===== config.mk =====
export PLATFORM = sky130hd
export DESIGN_NAME = qb4_sram
export DESIGN_NICKNAME = d
export VERILOG_FILES = /design/src/rtl/qb4_pkg.sv /design/src/rtl/qb4_cmd_ctl.sv /design/src/rtl/qb4_burst_seq.sv /design/src/rtl/qb4_array.sv /design/src/rtl/qb4_sram.sv
export SDC_FILE = /design/constraint.sdc
export NUM_CORES = 1
export LEC_CHECK = 0
export BUFFER_PORTS_ARGS = -buffer_cell sky130_fd_sc_hd__buf_2
export CAP_MARGIN = 10
export CORE_MARGIN = 1.5
export CORE_UTILIZATION = 60
export CTS_BUF_LIST = sky130_fd_sc_hd__clkbuf_8
export DETAILED_ROUTE_END_ITERATION = 10
export PLACE_DENSITY = 0.76
export SLEW_MARGIN = 20
export SYNTH_ARGS = -nofsm -noshare
export SYNTH_HDL_FRONTEND = slang
export SYNTH_SLANG_ARGS = --single-unit

===== constraint.sdc =====
create_clock -name clk -period 4.7 [get_ports clk]
set_input_delay 0.235 -clock clk [delete_from_list [all_inputs] [get_ports clk]]
set_output_delay 0.235 -clock clk [all_outputs]
set_load 0.1 [all_outputs]

===== src/rtl/qb4_pkg.sv =====
package qb4_pkg;
  localparam int BEATS  = 4;
  localparam int BEAT_W = 2;

  typedef enum logic [1:0] {
    OP_IDLE  = 2'd0,
    OP_READ  = 2'd1,
    OP_WRITE = 2'd2
  } op_e;
endpackage


===== src/rtl/qb4_cmd_ctl.sv =====
module qb4_cmd_ctl
  import qb4_pkg::*;
(
  input  logic clk,
  input  logic rst_n,
  input  logic rd_n,
  input  logic wr_n,
  output logic cmd_tick,
  output logic rd_go,
  output logic wr_go
);
  logic ph;
  op_e  last_op;

  function automatic logic admit(input logic req, input op_e want, input op_e prev);
    return req && (want != prev);
  endfunction

  assign cmd_tick = ~ph;
  assign rd_go    = cmd_tick && admit(~rd_n, OP_READ, last_op);
  assign wr_go    = cmd_tick && admit(rd_n && ~wr_n, OP_WRITE, last_op);

  always_ff @(posedge clk or negedge rst_n) begin
    if (!rst_n) begin
      ph      <= 1'b0;
      last_op <= OP_IDLE;
    end else begin
      ph <= ~ph;
      if (cmd_tick)
        last_op <= rd_go ? OP_READ : (wr_go ? OP_WRITE : OP_IDLE);
    end
  end
endmodule


===== src/rtl/qb4_burst_seq.sv =====
module qb4_burst_seq
  import qb4_pkg::*;
#(
  parameter int AW   = 4,
  parameter int LEAD = 1
) (
  input  logic                 clk,
  input  logic                 rst_n,
  input  logic                 start,
  input  logic [AW-1:0]        base,
  output logic                 beat_on,
  output logic [AW+BEAT_W-1:0] beat_addr
);
  localparam int DLY_W = $clog2(LEAD + 1);
  localparam int LW    = $clog2(BEATS + 1);

  logic [DLY_W-1:0]  dly;
  logic [AW-1:0]     pend_base;
  logic [AW-1:0]     base_q;
  logic [LW-1:0]     left;
  logic [BEAT_W-1:0] idx;
  logic              load;

  function automatic logic [AW+BEAT_W-1:0] join_index(input logic [AW-1:0] b,
                                                     input logic [BEAT_W-1:0] k);
    return {b, k};
  endfunction

  assign load      = (dly == DLY_W'(1));
  assign beat_on   = (left != '0);
  assign beat_addr = join_index(base_q, idx);

  always_ff @(posedge clk or negedge rst_n) begin
    if (!rst_n) begin
      dly       <= '0;
      pend_base <= '0;
      base_q    <= '0;
      left      <= '0;
      idx       <= '0;
    end else begin
      if (start) begin
        dly       <= DLY_W'(LEAD);
        pend_base <= base;
      end else if (dly != '0) begin
        dly <= dly - DLY_W'(1);
      end
      if (load) begin
        left   <= LW'(BEATS);
        idx    <= '0;
        base_q <= pend_base;
      end else if (beat_on) begin
        left <= left - LW'(1);
        idx  <= idx + BEAT_W'(1);
      end
    end
  end
endmodule


===== src/rtl/qb4_array.sv =====
module qb4_array #(
  parameter int IW     = 6,
  parameter int BYTE_W = 9,
  parameter int NBYTES = 2
) (
  input  logic                     clk,
  input  logic                     rst_n,
  input  logic                     we,
  input  logic [IW-1:0]            waddr,
  input  logic [BYTE_W*NBYTES-1:0] wdata,
  input  logic [NBYTES-1:0]        wmask_n,
  input  logic                     re,
  input  logic [IW-1:0]            raddr,
  output logic [BYTE_W*NBYTES-1:0] rdata,
  output logic                     rvalid
);
  localparam int DW    = BYTE_W * NBYTES;
  localparam int DEPTH = 1 << IW;

  logic [DW-1:0] mem [DEPTH];

  function automatic logic [DW-1:0] merge(input logic [DW-1:0] old_w,
                                          input logic [DW-1:0] new_w,
                                          input logic [NBYTES-1:0] keep);
    logic [DW-1:0] res;
    res = old_w;
    for (int b = 0; b < NBYTES; b++)
      if (!keep[b]) res[b*BYTE_W +: BYTE_W] = new_w[b*BYTE_W +: BYTE_W];
    return res;
  endfunction

  always_ff @(posedge clk) begin
    if (we) mem[waddr] <= merge(mem[waddr], wdata, wmask_n);
  end

  always_ff @(posedge clk or negedge rst_n) begin
    if (!rst_n) begin
      rdata  <= '0;
      rvalid <= 1'b0;
    end else begin
      rvalid <= re;
      if (re) rdata <= mem[raddr];
    end
  end
endmodule


===== src/rtl/qb4_sram.sv =====
module qb4_sram
  import qb4_pkg::*;
#(
  parameter int AW     = 4,
  parameter int BYTE_W = 9,
  parameter int NBYTES = 2
) (
  input  logic                     clk,
  input  logic                     rst_n,
  input  logic                     rd_n,
  input  logic                     wr_n,
  input  logic [AW-1:0]            addr,
  input  logic [BYTE_W*NBYTES-1:0] wdata,
  input  logic [NBYTES-1:0]        wmask_n,
  output logic                     cmd_tick,
  output logic [BYTE_W*NBYTES-1:0] rdata,
  output logic                     rvalid
);
  localparam int DW = BYTE_W * NBYTES;
  localparam int IW = AW + BEAT_W;

  logic          rd_go, wr_go;
  logic          rd_on, wr_on;
  logic [IW-1:0] rd_idx, wr_idx;

  qb4_cmd_ctl u_cmd (
    .clk(clk), .rst_n(rst_n), .rd_n(rd_n), .wr_n(wr_n),
    .cmd_tick(cmd_tick), .rd_go(rd_go), .wr_go(wr_go)
  );

  qb4_burst_seq #(.AW(AW), .LEAD(1)) u_wseq (
    .clk(clk), .rst_n(rst_n), .start(wr_go), .base(addr),
    .beat_on(wr_on), .beat_addr(wr_idx)
  );

  qb4_burst_seq #(.AW(AW), .LEAD(2)) u_rseq (
    .clk(clk), .rst_n(rst_n), .start(rd_go), .base(addr),
    .beat_on(rd_on), .beat_addr(rd_idx)
  );

  qb4_array #(.IW(IW), .BYTE_W(BYTE_W), .NBYTES(NBYTES)) u_arr (
    .clk(clk), .rst_n(rst_n),
    .we(wr_on), .waddr(wr_idx), .wdata(wdata), .wmask_n(wmask_n),
    .re(rd_on), .raddr(rd_idx), .rdata(rdata), .rvalid(rvalid)
  );
endmodule


Yosys cells after proc, flatten, opt, wreduce, memory -nomap -nowiden
Memories as Yosys holds them, arrays and structs flattened. A register that Yosys moved wholly into a read port is not among the register bits. Cells that the tools add are included. Widths: inputs -> output; s select.

Mux-type cells: 20. $add $sub $neg: 6. Bitwise operators: 3. Reduce and logical (&&, ||, !) cells: 14. Eq/ne operators: 5.

Operator list (count): $mux 9 (4); $mux 2 (8); $mux 3 (4); $reduce_bool 2->1 (4); $reduce_bool 3->1 (2); $sub 3x1->3 const B (2); $logic_and 1x1->1 (5); $add 2x1->2 const B (2); $mux 1 (4); $ne 2x2->1 const B (2); $reduce_and 2->1 (2); $not 1->1 (3); $eq 2x1->1 const B (1); $ne 1x2->1 const A (1); $ne 2x2->1 const A (1); $sub 2x1->2 const B (1); $logic_not 1->1 (1); $sub 1x1->1 const B (1).

Memories kept: 1. Logic and storage cells: 62. Register bits: 33. RAM bits: 1152.

Memories: u_arr.mem (words 64, width 18, read ports 1, clocked after memory_dff 1, wr ports 1, line qb4_array.sv:20) `logic [DW-1:0] mem [DEPTH];`.

Longest topological paths before layout
Gate-level depths: netlist of run 1.

Depth in word-level cells: 6. Mapped depth: 9.

Modules after synthesis
Synthesis of run 1 repeated with hierarchy kept, for this count alone.

Cells, all modules: 2425. Area, all modules: 47056.4 um^2.

Modules (own cells, without submodules): qb4_array (sequential area each 35068.6 um^2, cells an instance 2319, times used 1, area an instance 45668.8 um^2); qb4_burst_seq at u_rseq (sequential area each 375.4 um^2, cells an instance 50, times used 1, area an instance 664.4 um^2); qb4_burst_seq at u_wseq (sequential area each 350.3 um^2, cells an instance 43, times used 1, area an instance 585.6 um^2); qb4_cmd_ctl (sequential area each 75.1 um^2, cells an instance 13, times used 1, area an instance 137.6 um^2).

Worst setup path before layout of run 1
Ideal clock, no wire load.

Path kind: register to register. From: register u_wseq.left[0]. To: memory u_arr.mem[44][0] (netlist name) (enable). Data required time: 4.326 ns. Buffers on the path: 3. Cell stages (with the launch flop): 9. Arrival: 1.992 ns. Path slack: 2.333 ns. Clock period less this slack: 2.367 ns. Setup time: 0.374 ns. Cells stage by stage: dfrtp_1 -> inv_1 -> ha_1 -> nor2b_1 -> clkbuf_1 -> clkbuf_1 -> or3_1 -> clkbuf_1 -> nor2_1.

Word-level cells in the longest chain between the ends: 4. Elaborated cells between the ends (all ways): 5. Those cells by class: eq/ne (1); mux (2); reduce/logical (2).

Ends and longest elaborated chain: start, declared (line qb4_burst_seq.sv:20) `logic [LW-1:0] left;`; start signal, assigned (line qb4_burst_seq.sv:48) `left <= LW'(BEATS);`; start signal, assigned (line qb4_burst_seq.sv:52) `left <= left - LW'(1);`; $reduce_bool 3->1 (*) (line qb4_burst_seq.sv:30) `assign beat_on = (left != '0);`; $mux 1 (line qb4_array.sv:33) `if (we) mem[waddr] <= merge(mem[waddr], wdata, wmask_n);`; $mux 1 (not written as such) (line qb4_array.sv:33); $reduce_and 2->1 (no line) (*); end, declared (line qb4_array.sv:20).

Mark *: on every way between the ends. The rest lies on a longest branch, timed or not.

==> results of run 1 <==
logic make-up (layout without fill, tap and decap cells):
logic type | Yosys count | in the layout | synth area share (%)
adders and majority gates | 6 | 6 | 0.162
muxes | 391 | 391 | 14.3
and+or+nand+nor | 300 | 300 | 3.07
DFF | 1203 | 1203 | 77.3
xor gates and xnor gates | 6 | 6 | 0.113
buffers and inverters | 151 | 428 | 1.68
AOI/OAI and AO/OA | 208 | 208 | 3.35
other | 0 | 2 | 0
per-stage QoR:
stage | utilization, % | cell area, um2
final | 66.8 | 50900
after global routing | 66.8 | 50900
after CTS | 66.6 | 50800
after detailed placement | 62.5 | 47600
after global placement | 62.4 | 47600
after floorplan | - | 46400
worst max-delay path, cell delays in order (launching register included):
cell and delay [ns]:
dfrtp_4 0.91, buf_12 0.37, buf_4 0.38, mux4_2 0.26, mux2_2 0.16, o2bb2ai_1 0.08, nor4_1 0.94, a221o_1 0.21
worst min-delay path by stage:
stage,to,slack [ns],depth (start not counted)
after floorplan,u_arr.rdata[0]$_DFFE_PN0P_,-0.06,0
after global placement,u_arr.rdata[13]$_DFFE_PN0P_,0.44,2
after detailed placement,u_wseq.pend_base[2]$_DFFE_PN0P_,0.47,2
after CTS,u_wseq.pend_base[3]$_DFFE_PN0P_,0.0007,5
after global routing,u_arr.mem[32][9]$_DFFE_PP_,0.07,2
final,u_arr.mem[32][9]$_DFFE_PP_,0.09,2
registers in the layout, indices dropped and copies added (netlist names), 3 cells and up:
register and flops:
u_arr.mem 1152, u_arr.rdata 18, u_rseq.base_q 4, u_rseq.pend_base 4, u_wseq.base_q 4, u_wseq.pend_base 4
u_rseq.left 3, u_wseq.left 3
power breakdown:
part	total, uW	internal, uW	switching, uW
logic	7830	3050	4780
registers	12700	12200	548
clock network	7350	3570	3780
layout by cell type, fill, tap and decap left out, drive strengths merged, types with 32 or more instances in the layout:
master | Yosys | layout
mux4 | 216 | 216
dfrtp | 51 | 51
inv | 14 | 91
clkbuf | 56 | 178
nand3 | 45 | 45
nor2 | 150 | 150
buf | 81 | 83
o22ai | 36 | 36
or3 | 32 | 32
a211oi | 36 | 36
edfxtp | 1152 | 1152
mux2i | 162 | 162
a22oi | 108 | 108
clkinv | 0 | 50
layer usage:
layer | global-route usage (%) | wire (um) | up-vias
li1 | - | - | 9662
met1 | 38.4 | 40500 | 12100
met2 | 41.8 | 50400 | 1398
met3 | 6.22 | 9950 | 182
met4 | 8.87 | 2580 | 4
met5 | 0 | 21 | -
final cells by class:
cell class	instances	area [um2]	area share (%)
flip-flops and latches	1203	35900	70.5
inverters	14	52.6	0.103
clock buffers	178	2450	4.81
repair buffers	103	858	1.69
multi-input cells	911	9770	19.2
clock inverters	133	599	1.18
well taps	1030	1290	2.53
diodes	2	5.00	0.00983
what timing repair did:
| action | CTS | global route |
|---|---|---|
| hold buffers | 11 | 9 |
| endpoints found under the hold margin | 159 | 192 |
| setup endpoints to repair | 0 | 0 |
==> summary.txt, run 1 <==
Setup Buffers After CTS: 0
Routed WL: 103 mm
DR pass1 iterations: 6
Reg-to-Reg End: u_arr.rdata[16]$_DFFE_PN0P_
grt ovf: 0
syn avg cell area: 20.5 um2
CTS Sinks: 1203
Worst-Margin Slew: 1.14 ns
initial core utilization: 60.9%
Final ANT Viol Nets: 0
via count: 23300
number of DRC markers in iteration 0: 3133
width of the die: 281 um
leakage: 0.0163 uW
Area Overhead vs Synth: 9.74%
Startpoint Class: flop
clk_lat worst skew: 0.82 ns
Clk Tree Root Cell: clkbuf_8
worst clock skew: 0.0290 ns
Hold Fails Final Rpt: 0
Setup WS pre-CTS: 1.27 ns
Net Count, Synth: 2299
Synth Register Bits: 1203
Post-DP HPWL: 63.2 mm
DR WL/cell: 28.9 um
total power: 27900 uW
first-pass GRT wire length: 153 mm
CTS H-tree depth: 4
Top-Level Pins: 48
Final min period: 3.56 ns
Hold Path Class: in -> reg
initial antenna violation count: 4
FP Rows: 101
Ys Warns: 0
Setup WS post-layout: 1.14 ns
CP Data Arrival Time: 4.29 ns
FF-to-FF Start: u_rseq.base_q[0]$_DFFE_PN0P_
reg2reg setup slack: 1.14 ns
Yosys cell types: 43
Critical path origin: u_rseq.base_q[0]$_DFFE_PN0P_
post-synthesis async set-or-reset flop share: 4.24%
CP Max Fanout: 60
Tot GR Track Use: 26.9%
fin cells: 3574
layout cells sized above 1: 20.7%
Seq/Total Area, Yosys: 77.3%
Post-synth EDFFs: 1152
Post-Syn Area: 0.0464 mm2
via density per instance: 6.52
core box area: 0.0762 mm2
top cell type's share of synthesized area: 74.6%
Final setup viols: 0
Reg2Reg Depth: 7
worst hold slack: 0.0924 ns
Final Net Count: 2440
DRC violations left: 0
largest cells by area after synthesis: edfxtp_1 (75%), mux4_2 (10%), mux2i_1 (3.5%), dfrtp_1 (2.8%), a22oi_1 (1.7%)
PortBufs: 47
Slew headroom: 23.8%
dominant synthesized flop cell: edfxtp_1
max-cap violations: 0
die area: 0.0790 mm2
CTS Buf Count: 173
status: completed
Inst Count DP: 3240
Period Utilization, post-route: 75.7%
Req. time, crit path: 5.43 ns
start point of the worst hold path: wdata[9]
Slew Limit Fails: 0
most frequent cell after synthesis: edfxtp_1
CTS tree: done
TNS Setup: 0 ns
Synth top cells by count: edfxtp_1 (1152), mux4_2 (216), mux2i_1 (162), nor2_1 (149), a22oi_1 (108)
vias in the first global route: 23600
RD Place Congestion: 0.863
Cells after Synth: 2265
RSZ-0062 raised after global routing: no
top cell type by total area after synthesis: edfxtp_1
Worst Setup Path Type: reg -> reg
Worst Setup End Kind: flop
f_max: 281 MHz
number of fillers in the final layout: 4717
largest net degree at the start of global routing: 83
post-CTS sizing: 0
Max Root-Sink Buffers: 3
peak supply drop: 0.000793 V
Worst-path clk slew: 0.06 ns
Cell Pwr Density: 548 mW/mm2
crit path to: u_arr.rdata[16]$_DFFE_PN0P_
Chip Height: 281 um
Power figures use the tool's default switching activity.
==> run 2, diff against run 1 <==
==> constraint.sdc (replaced) <==
create_clock -name clk -period 3.4 [get_ports clk]
set_input_delay 0.17 -clock clk [delete_from_list [all_inputs] [get_ports clk]]
set_output_delay 0.17 -clock clk [all_outputs]
set_load 0.1 [all_outputs]
==> summary.txt, run 2 (synthesized netlist as in run 1, its figures left out) <==
Max Root-Sink Buffers: 3
CP Data Arrival Time: 3.70 ns
leakage: 0.0171 uW
largest net degree at the start of global routing: 84
via density per instance: 6.45
die area: 0.0790 mm2
worst-path cell chain: nor2_2 > a22oi_1 > nand3_1 > nand4_1 > a221o_1
Hold Fails Final Rpt: 0
switch share: 32.8%
RSZ-0062 raised after global routing: no
worst clock skew: 0.0443 ns
initial core utilization: 60.9%
Hold Path Class: in -> async
post-CTS sizing: 0
Hold Buf Count CTS: 19
cell count along the critical path: 5
Clk pwr share: 27.2%
Area Overhead vs Synth: 12.6%
CP max stage cell: nor2_2
peak supply drop: 0.000710 V
Worst-path clk slew: 0.06 ns
Psw: 13100 uW
most frequent cells in the layout: edfxtp_1 (1152), mux4_2 (216), clkbuf_8 (192)
number of fillers in the final layout: 4603
max-cap violations: 0
status: completed
Combinational Power Share: 28.9%
core box area: 0.0762 mm2
Inst Count DP: 3371
initial antenna violation count: 7
grt ovf: 0
CTS H-tree depth: 4
clk_lat worst skew: 0.84 ns
CP Max Fanout: 32
Slew Limit Fails: 0
sequential fraction of design power: 43.9%
CTS Sinks: 1203
Post-DP HPWL: 65.0 mm
sequential cell area: 0.0359 mm2
Slew headroom: 29.7%
number of DRC markers in iteration 0: 2892
Worst Setup Path Type: reg -> reg
fin cells: 3726
Cell Pwr Density: 764 mW/mm2
Pint: 26800 uW
Final setup viols: 0
Worst-Margin Slew: 1.05 ns
DRC violations left: 0
Period Utilization, post-route: 88.7%
largest registers: u_arr.mem x1152, u_arr.rdata x18
Reg2Reg Depth: 5
Top reg by flops: u_arr.mem
RD Place Congestion: 0.827
most common cell after layout, fill and taps aside: edfxtp_1
Buf+Inv Stages, Crit Path: 0
FP Rows: 101
Req. time, crit path: 4.08 ns
Critical path origin: u_rseq.base_q[0]$_DFFE_PN0P_
Routed WL: 105 mm
Final min period: 3.02 ns
max reg flops: 1152
CTS tree: done
FF-to-FF Start: u_rseq.base_q[0]$_DFFE_PN0P_
Crit path largest cell delay: 0.85 ns
f_max: 331 MHz
Final Net Count: 2583
Top-Level Pins: 48
Worst path top cell family by delay: simple AND/OR/NAND/NOR gates
Clk Tree Root Cell: clkbuf_8
DR WL/cell: 28.3 um
layout cells sized above 1: 25.5%
worst hold slack: 0.0425 ns
Tot GR Track Use: 27.2%
CTS Buf Count: 180
width of the die: 281 um
Chip Height: 281 um
vias in the first global route: 24400
Startpoint Class: flop
Worst Setup End Kind: flop
Final ANT Viol Nets: 0
TNS Setup: 0 ns
DR pass1 iterations: 6
first-pass GRT wire length: 154 mm
PortBufs: 47
area of the multi-input gates: 0.00975 mm2
Setup Buffers After CTS: 0
via count: 24000
[run 2: worst paths after layout]
kind	slack, ns	to
worst min register to register	0.51	u_rseq.dly[1]$_DFFE_PN0P_
worst min-delay path	0.04	u_wseq.idx[0]$_DFFE_PN0P_
worst max register to register	0.38	u_arr.rdata[14]$_DFFE_PN0P_
max in group asynchronous	2.52	u_wseq.base_q[1]$_DFFE_PN0P_
worst max-delay path	0.38	u_arr.rdata[14]$_DFFE_PN0P_
min in group clk	0.05	u_arr.mem[41][3]$_DFFE_PP_
[run 2: power by group through the flow]
stage	sequential, uW	combinational (uW)	clock (uW)
2_1_floorplan	18100	7190	0
3_3_place_gp	17800	11200	0
3_5_place_dp	17800	11400	0
4_1_cts	17500	11500	10900
5_1_grt	17500	12100	11600
6_report	17500	11500	10900
[run 2: layer usage]
| metal | GRT usage (%) | routed length [um] |
|---|---|---|
| met1 | 38.0 | 40200 |
| met2 | 42.8 | 52100 |
| met3 | 6.63 | 10200 |
| met4 | 9.12 | 2880 |
| met5 | 0 | 28 |
[run 2: layout make-up]
type / count / area share, %
flip-flops and latches: 1203 / 68.7
multi-input cells: 911 / 18.7
clock buffers: 192 / 5.06
repair buffers: 239 / 3.69
well taps: 1030 / 2.47
clock inverters: 134 / 1.29
inverters: 14 / 0.101
diodes: 3 / 0.0144
[run 2: per-stage QoR]
stage | utilization [%] | worst slack, ns | area, um2 | total power (uW)
after global routing | 68.5 | 0.340 | 52200 | 41200
after global placement | 63.8 | 0.474 | 48600 | 28900
after CTS | 68.4 | 0.445 | 52100 | 39900
after floorplan | - | 1.03 | 46400 | 25300
after detailed placement | 63.8 | 0.462 | 48600 | 29200
final | 68.5 | 0.383 | 52200 | 39900
